$ cat src/rtl/adc_seq_pkg.sv
`timescale 1ns/1ps
package adc_seq_pkg;

  typedef enum logic [3:0] {
    ST_IDLE, ST_RST_LO, ST_RST_WAIT, ST_CONV, ST_BUSY,
    ST_CS_SU, ST_RD_LO, ST_RD_HOLD, ST_QUIET
  } seq_state_e;

  // ceil(t/p), never below one cycle
  function automatic int unsigned ns_to_cyc(input int unsigned t_ns, input int unsigned p_ns);
    int unsigned c;
    c = (t_ns + p_ns - 1) / p_ns;
    if (c == 0) c = 1;
    return c;
  endfunction

endpackage

$ cat src/rtl/adc_busy_sync.sv
`timescale 1ns/1ps
module adc_busy_sync (
  input  logic clk_i,
  input  logic rst_ni,
  input  logic busy_i,
  output logic fall_o
);
  logic [1:0] sh_q;

  always_ff @(posedge clk_i or negedge rst_ni) begin
    if (!rst_ni) sh_q <= 2'b00;
    else         sh_q <= {sh_q[0], busy_i};
  end

  assign fall_o = (sh_q == 2'b10);
endmodule

$ cat src/rtl/adc_phase_timer.sv
`timescale 1ns/1ps
module adc_phase_timer #(
  parameter int unsigned CNT_W = 16
) (
  input  logic             clk_i,
  input  logic             rst_ni,
  input  logic             restart_i,
  input  logic [CNT_W-1:0] len_i,
  output logic [CNT_W-1:0] cnt_o,
  output logic             done_o
);
  logic [CNT_W-1:0] cnt_q;

  assign done_o = (cnt_q >= len_i - CNT_W'(1));
  assign cnt_o  = cnt_q;

  always_ff @(posedge clk_i or negedge rst_ni) begin
    if (!rst_ni)        cnt_q <= '0;
    else if (restart_i) cnt_q <= '0;
    else if (!done_o)   cnt_q <= cnt_q + CNT_W'(1);
  end
endmodule

$ cat src/rtl/adc_result_bank.sv
`timescale 1ns/1ps
module adc_result_bank #(
  parameter int unsigned N_WORDS = 8,
  parameter int unsigned DATA_W  = 16,
  parameter int unsigned IDX_W   = 3
) (
  input  logic                      clk_i,
  input  logic                      rst_ni,
  input  logic                      wr_i,
  input  logic [IDX_W-1:0]          idx_i,
  input  logic [DATA_W-1:0]         data_i,
  output logic [N_WORDS*DATA_W-1:0] slots_o,
  output logic                      valid_o,
  output logic [IDX_W-1:0]          idx_o
);
  for (genvar g = 0; g < N_WORDS; g++) begin : g_slot
    logic [DATA_W-1:0] slot_q;
    always_ff @(posedge clk_i or negedge rst_ni) begin
      if (!rst_ni)                                slot_q <= '0;
      else if (wr_i && idx_i == IDX_W'(g))        slot_q <= data_i;
    end
    assign slots_o[g*DATA_W +: DATA_W] = slot_q;
  end

  always_ff @(posedge clk_i or negedge rst_ni) begin
    if (!rst_ni) begin
      valid_o <= 1'b0;
      idx_o   <= '0;
    end else begin
      valid_o <= wr_i;
      if (wr_i) idx_o <= idx_i;
    end
  end
endmodule

$ cat src/rtl/adc_seq_reader.sv
`timescale 1ns/1ps
module adc_seq_reader
  import adc_seq_pkg::*;
#(
  parameter int unsigned CLK_PERIOD_NS = 8,
  parameter int unsigned DATA_W        = 16,
  parameter int unsigned N_WORDS       = 8,
  parameter int unsigned T_RST_LOW_NS  = 1200,
  parameter int unsigned T_SETTLE_NS   = 15000000,
  parameter int unsigned T_CONV_NS     = 50,
  parameter int unsigned T_CS_SU_NS    = 20,
  parameter int unsigned T_RD_LOW_NS   = 30,
  parameter int unsigned T_DATA_SU_NS  = 20,
  parameter int unsigned T_RD_HOLD_NS  = 10,
  parameter int unsigned T_QUIET_NS    = 50,
  parameter int unsigned BUSY_TMO_CYC  = 4096,
  localparam int unsigned IDX_W = (N_WORDS > 1) ? $clog2(N_WORDS) : 1
) (
  input  logic                      clk_i,
  input  logic                      rst_ni,
  input  logic                      en_i,
  input  logic                      busy_i,
  input  logic [DATA_W-1:0]         adc_data_i,
  output logic                      adc_rst_no,
  output logic                      convst_o,
  output logic                      cs_no,
  output logic                      rd_no,
  output logic [N_WORDS*DATA_W-1:0] slots_o,
  output logic                      word_valid_o,
  output logic [IDX_W-1:0]          word_idx_o,
  output logic                      frame_done_o,
  output logic                      err_o
);
  localparam int unsigned C_RST_LO = ns_to_cyc(T_RST_LOW_NS, CLK_PERIOD_NS);
  localparam int unsigned C_SETTLE = ns_to_cyc(T_SETTLE_NS, CLK_PERIOD_NS);
  localparam int unsigned C_CONV   = ns_to_cyc(T_CONV_NS, CLK_PERIOD_NS);
  localparam int unsigned C_CS_SU  = ns_to_cyc(T_CS_SU_NS, CLK_PERIOD_NS);
  localparam int unsigned C_DSU    = ns_to_cyc(T_DATA_SU_NS, CLK_PERIOD_NS);
  localparam int unsigned C_RDL_R  = ns_to_cyc(T_RD_LOW_NS, CLK_PERIOD_NS);
  localparam int unsigned C_RD_LO  = (C_RDL_R < C_DSU) ? C_DSU : C_RDL_R;
  localparam int unsigned C_RD_HLD = ns_to_cyc(T_RD_HOLD_NS, CLK_PERIOD_NS);
  localparam int unsigned C_QUIET  = ns_to_cyc(T_QUIET_NS, CLK_PERIOD_NS);
  localparam int unsigned C_TMO    = (BUSY_TMO_CYC == 0) ? 1 : BUSY_TMO_CYC;
  localparam int unsigned CNT_W    = $clog2(C_RST_LO + C_SETTLE + C_CONV + C_CS_SU + C_RD_LO
                                            + C_RD_HLD + C_QUIET + C_TMO + 1);

  seq_state_e       st_q, st_d;
  logic [CNT_W-1:0] len, cnt;
  logic             done, fall, cap, tmo, restart;
  logic [IDX_W-1:0] wcnt_q;
  logic             last_word;

  assign last_word = (wcnt_q == IDX_W'(N_WORDS - 1));
  assign restart   = (st_d != st_q);

  always_comb begin
    unique case (st_q)
      ST_RST_LO:   len = CNT_W'(C_RST_LO);
      ST_RST_WAIT: len = CNT_W'(C_SETTLE);
      ST_CONV:     len = CNT_W'(C_CONV);
      ST_BUSY:     len = CNT_W'(C_TMO);
      ST_CS_SU:    len = CNT_W'(C_CS_SU);
      ST_RD_LO:    len = CNT_W'(C_RD_LO);
      ST_RD_HOLD:  len = CNT_W'(C_RD_HLD);
      ST_QUIET:    len = CNT_W'(C_QUIET);
      default:     len = CNT_W'(1);
    endcase
  end

  adc_phase_timer #(.CNT_W(CNT_W)) u_timer (
    .clk_i(clk_i), .rst_ni(rst_ni), .restart_i(restart),
    .len_i(len), .cnt_o(cnt), .done_o(done)
  );

  adc_busy_sync u_sync (.clk_i(clk_i), .rst_ni(rst_ni), .busy_i(busy_i), .fall_o(fall));

  assign tmo = (st_q == ST_BUSY) && en_i && !fall && done;
  assign cap = (st_q == ST_RD_LO) && (cnt == CNT_W'(C_DSU - 1));

  always_comb begin
    st_d = st_q;
    unique case (st_q)
      ST_IDLE:     if (en_i) st_d = ST_RST_LO;
      ST_RST_LO:   if (!en_i) st_d = ST_IDLE; else if (done) st_d = ST_RST_WAIT;
      ST_RST_WAIT: if (!en_i) st_d = ST_IDLE; else if (done) st_d = ST_CONV;
      ST_CONV:     if (done) st_d = en_i ? ST_BUSY : ST_IDLE;
      ST_BUSY: begin
        if (!en_i)     st_d = ST_IDLE;
        else if (fall) st_d = ST_CS_SU;
        else if (done) st_d = ST_CONV;
      end
      ST_CS_SU:    if (done) st_d = ST_RD_LO;
      ST_RD_LO:    if (done) st_d = ST_RD_HOLD;
      ST_RD_HOLD:  if (done) st_d = en_i ? ST_QUIET : ST_IDLE;
      ST_QUIET: begin
        if (done) begin
          if (!en_i)            st_d = ST_IDLE;
          else if (wcnt_q == 0) st_d = ST_CONV;
          else                  st_d = ST_CS_SU;
        end
      end
      default:     st_d = ST_IDLE;
    endcase
  end

  // pins registered from next state: glitch-free, aligned with st_q
  always_ff @(posedge clk_i or negedge rst_ni) begin
    if (!rst_ni) begin
      st_q         <= ST_IDLE;
      adc_rst_no   <= 1'b1;
      convst_o     <= 1'b0;
      cs_no        <= 1'b1;
      rd_no        <= 1'b1;
      wcnt_q       <= '0;
      frame_done_o <= 1'b0;
      err_o        <= 1'b0;
    end else begin
      st_q         <= st_d;
      adc_rst_no   <= (st_d != ST_RST_LO);
      convst_o     <= (st_d == ST_CONV);
      cs_no        <= !(st_d inside {ST_CS_SU, ST_RD_LO, ST_RD_HOLD});
      rd_no        <= (st_d != ST_RD_LO);
      frame_done_o <= (st_q == ST_RD_HOLD) && done && last_word;
      if (tmo) err_o <= 1'b1;
      if (st_q == ST_IDLE)                  wcnt_q <= '0;
      else if (st_q == ST_RD_HOLD && done)  wcnt_q <= last_word ? '0 : wcnt_q + IDX_W'(1);
    end
  end

  adc_result_bank #(.N_WORDS(N_WORDS), .DATA_W(DATA_W), .IDX_W(IDX_W)) u_bank (
    .clk_i(clk_i), .rst_ni(rst_ni), .wr_i(cap), .idx_i(wcnt_q), .data_i(adc_data_i),
    .slots_o(slots_o), .valid_o(word_valid_o), .idx_o(word_idx_o)
  );
endmodule

$ cat config.mk
export PLATFORM = sky130hd
export DESIGN_NAME = adc_seq_reader
export DESIGN_NICKNAME = d
export VERILOG_FILES = /design/src/rtl/adc_seq_pkg.sv /design/src/rtl/adc_busy_sync.sv /design/src/rtl/adc_phase_timer.sv /design/src/rtl/adc_result_bank.sv /design/src/rtl/adc_seq_reader.sv
export SDC_FILE = /design/constraint.sdc
export NUM_CORES = 1
export LEC_CHECK = 0
export ABC_AREA = 1
export CAP_MARGIN = 20
export CORE_MARGIN = 3
export CORE_UTILIZATION = 35
export CTS_CLUSTER_DIAMETER = 40
export DETAILED_ROUTE_END_ITERATION = 10
export GPL_TIMING_DRIVEN = 0
export PLACE_DENSITY = 0.67
export SLEW_MARGIN = 20
export SYNTH_ARGS = -nofsm -noshare
export SYNTH_HDL_FRONTEND = slang
export SYNTH_SLANG_ARGS = --single-unit
$ cat constraint.sdc
create_clock -name clk_i -period 4.17 [get_ports clk_i]
set_input_delay 0.6255 -clock clk_i [delete_from_list [all_inputs] [get_ports clk_i]]
set_output_delay 0.6255 -clock clk_i [all_outputs]
set_load 0.01 [all_outputs]
==> impl_metrics.env, run 1 <==
export IMPL_wl_um=21840
export IMPL_netlist_cell_type_count=41
export IMPL_timing_critical_path_arrival_ns=4.22
export IMPL_worst_setup_path_type="reg2reg"
export IMPL_worst_endpoint_required_ns=4.53
export IMPL_clockPowerShare=0.325
export IMPL_clkLatencyLatePin_ns=0.43
export IMPL_outcome="finished, final reports clean"
export IMPL_relSlewSlack=0.5080
export IMPL_skew_ns=0.01544
export IMPL_synth_seq_area_share=0.5260
export IMPL_postSynthRegisterBits=168
export IMPL_ys_flop_type="dfrtp_1"
export IMPL_synthArstFlopShare=1.000
export IMPL_switching_power_mw=1.842
export IMPL_internal_power_consumption_mw=3.061
export IMPL_tritoncts="built"
export IMPL_most_frequent_cells_in_the_layout="224 x nand2_1, 163 x dfrtp_1, 156 x clkdlybuf4s50_1"
export IMPL_route_detailed_drc=0
export IMPL_initial_antenna_violation_count=0
export IMPL_die_area_mm2=0.02470
export IMPL_crit_path_top_delay_cell="dfrtp_2"
export IMPL_drtAntennaViolNets=0
export IMPL_finalCriticalPeriod_ns=3.857
export IMPL_syn_to_final_growth_pct=33.47
export IMPL_clkSlewWorstSetupHoldPaths_ns=0.07
export IMPL_dp_final_hpwl_um=16580
export IMPL_clockRootBuffer="clkbuf_16"
export IMPL_switching_share=0.3758
export IMPL_cts_hold_fix_buffers=0
export IMPL_post_route_worst_setup_slack_ns=0.3131
export IMPL_place_congestion=0.8869
export IMPL_cts_sinks=168
export IMPL_final_min_period_over_clock_period=0.9249
export IMPL_diodes=0
export IMPL_worst_path_most_repeated_cell="nand2_1"
export IMPL_timing_setup_tns_ns=0
export IMPL_dr_pass1_iters=4
export IMPL_grt_max_degree=91
export IMPL_fmaxAchievable_mhz=259.3
export IMPL_clock_h_tree_levels=4
export IMPL_dpl_worst_slack_ns=-0.2457
export IMPL_wl_per_cell_um=16.34
export IMPL_fp_row_count=54
export IMPL_final_layout_size_suffix_gt1_frac=0.1561
export IMPL_drv_slew=0
export IMPL_critical_path_max_fanout=10
export IMPL_yosysWarnings=0
export IMPL_ios=158
export IMPL_wire_length_of_the_first_global_routing_pass_um=34470
export IMPL_design_core_area_mm2=0.02216
export IMPL_worst_path_largest_cell_delay_ns=0.42
export IMPL_tritoncts_num_buffers=17
export IMPL_route_detailed_vias_per_inst=4.833
export IMPL_holdCritPathClass="in2async"
export IMPL_worst_setup_path_end_kind="flip-flop"
export IMPL_dieWidth_um=157.2
export IMPL_synth_edf_count=0
export IMPL_power_density_mw_per_mm2=459.2
export IMPL_final_nets=1099
export IMPL_final_setup_viol_count=0
export IMPL_seq_power_share=0.352
export IMPL_vias=6462
export IMPL_comb_power_share=0.323
export IMPL_vias_in_the_first_global_route=6289
export IMPL_track_usage=0.1781
export IMPL_floorplan_die_height_um=157.2
export IMPL_number_of_port_buffers=157
export IMPL_mappedNetlistNets=918
export IMPL_synthesis_area_mm2=0.007999
export IMPL_most_common_cell_after_layout_fill_and_taps_aside="nand2_1"
export IMPL_gr_total_overflow=0
export IMPL_max_cap_viol_count=0
export IMPL_start_util=0.3609
export IMPL_synthesized_instance_count=863
export IMPL_fillCellCount=2048
export IMPL_critPathLaunchType="flip-flop"
export IMPL_synth_area_per_cell_um2=9.269
export IMPL_detail_route_iter0_violations=399
export IMPL_max_slew_worst_pin_slew_ns=0.7324
export IMPL_static_leakage_power_nw=5.105
export IMPL_power_ir_vdd_worst_v=0.0003092
export IMPL_clk_path_buf_depth=2
export IMPL_hold_viol_final=0
==> kinds of logic after synthesis <==
logic type               count (synthesis)  synth area share
buffers and inverters                  115           0.07039
AO/OA/AOI/OAI                          162            0.1132
adder cells (fa/ha/maj)                 35           0.05475
XOR/XNOR                                11           0.01204
multiplexers                             3          0.004223
AND/OR/NAND/NOR                        369            0.2193
flip-flops                             168            0.5260
==> metal layers <==
layer,global-route usage,up-vias,wire length [µm]
li1,-,3169,-
met1,0.2374,3094,9790
met2,0.2776,164,10100
met3,0.04729,35,1200
met4,0.07149,0,748
met5,0,-,0
==> critical path: cells and delay by family, from the launching register on <==
| family | cells | cell delay, ns |
|---|---|---|
| compound gates | 2 | 0.30 |
| xor+xnor | 1 | 0.17 |
| fa+ha+maj | 2 | 0.49 |
| buf+inv | 3 | 0.34 |
| flops | 1 | 0.42 |
| simple gates | 18 | 2.08 |
==> power by group through the flow <==
stage	clock network (mW)	registers, mW	logic, mW
floorplan	0	1.76	1.12
global placement	0	1.76	1.47
detailed placement	0	1.76	1.50
CTS	1.63	1.73	1.52
global route	1.71	1.73	1.79
finish	1.59	1.73	1.58
==> Yosys cell counts (3+ instances only) <==
| master | number | share of area |
|---|---|---|
| mux2_2 | 3 | 0.0042 |
| nand4_1 | 16 | 0.013 |
| ha_1 | 35 | 0.055 |
| buf_6 | 15 | 0.021 |
| a21oi_1 | 13 | 0.0081 |
| nor3_2 | 3 | 0.0038 |
| clkbuf_1 | 6 | 0.0028 |
| nand2_2 | 14 | 0.011 |
| nand2_4 | 4 | 0.0056 |
| dfstp_2 | 3 | 0.0099 |
| nand3_4 | 3 | 0.0066 |
| o21ai_2 | 20 | 0.022 |
| buf_2 | 6 | 0.0038 |
| nor3_1 | 5 | 0.0031 |
| nand3_1 | 23 | 0.014 |
| nor2_1 | 37 | 0.017 |
| o21ai_1 | 30 | 0.019 |
| dfrtp_1 | 165 | 0.52 |
| nor2_4 | 5 | 0.0070 |
| o21ai_0 | 90 | 0.056 |
| xor2_1 | 11 | 0.012 |
| inv_1 | 81 | 0.038 |
| nand3_2 | 4 | 0.0050 |
| nand2_1 | 224 | 0.11 |
| nor2_2 | 23 | 0.018 |
| inv_2 | 6 | 0.0028 |
==> metrics by stage <==
stage	area [µm²]	utilization	power, mW	hold WS (ns)	std cells
6_report	10680	0.4818	4.903	0.1885	1337
5_1_grt	10680	0.4818	5.228	0.2359	1337
2_1_floorplan	7999	-	2.879	0.3299	863
3_5_place_dp	9953	0.4491	3.254	0.3671	1301
3_3_place_gp	9921	0.4477	3.231	0.3662	1300
4_1_cts	10590	0.4778	4.873	0.2112	1333
==> path summary, 6_finish.rpt <==
path,startpoint,to,slack (ns),depth (start not counted)
max,st_q[0],u_timer.cnt_o[17],0.31,26
min,rst_ni,convst_o,0.19,1
max reg2reg,st_q[0],u_timer.cnt_o[17],0.31,26
min reg2reg,u_sync.sh_q[0],u_sync.sh_q[1],0.38,0
max in group asynchronous,rst_ni,u_bank.g_slot[2].slot_q[12],3.13,2
min in group clk_i,u_sync.sh_q[0],u_sync.sh_q[1],0.38,0
==> registers in the layout, summed over array words and instances (netlist names), 2 cells and up <==
signal / count
u_bank.idx_o: 3
st_q: 4
u_sync.sh_q: 2
u_timer.cnt_o: 21
wcnt_q: 3
u_bank.g_slot.slot_q: 128
==> layout make-up <==
type / count / area [µm²] / share of cell area
flip-flops and latches: 168 / 4210 / 0.3944
multi-input cells: 580 / 3292 / 0.3083
repair buffers: 162 / 1634 / 0.1531
clock buffers: 17 / 425.4 / 0.03985
well taps: 280 / 350.3 / 0.03281
inverters: 87 / 326.6 / 0.03059
plain buffers: 28 / 236.5 / 0.02215
clock inverters: 15 / 201.4 / 0.01887
==> timing repair <==
item / CTS / global route
pin swaps: 0 / 4
resized for setup: 3 / 15
setup endpoints to repair: 21 / 25
buffers inserted: 0 / 4
Power figures use the tool's default switching activity.
==> run 2, diff against run 1 <==
--- a/config.mk
+++ b/config.mk
@@ -11,6 +11,7 @@
 export CORE_UTILIZATION = 35
 export CTS_CLUSTER_DIAMETER = 40
 export DETAILED_ROUTE_END_ITERATION = 10
+export GPL_ROUTABILITY_DRIVEN = 0
 export GPL_TIMING_DRIVEN = 0
 export PLACE_DENSITY = 0.67
 export SLEW_MARGIN = 20
==> results of run 2 <==
No change in the layout: final DEF, timing and power equal those of run 1.
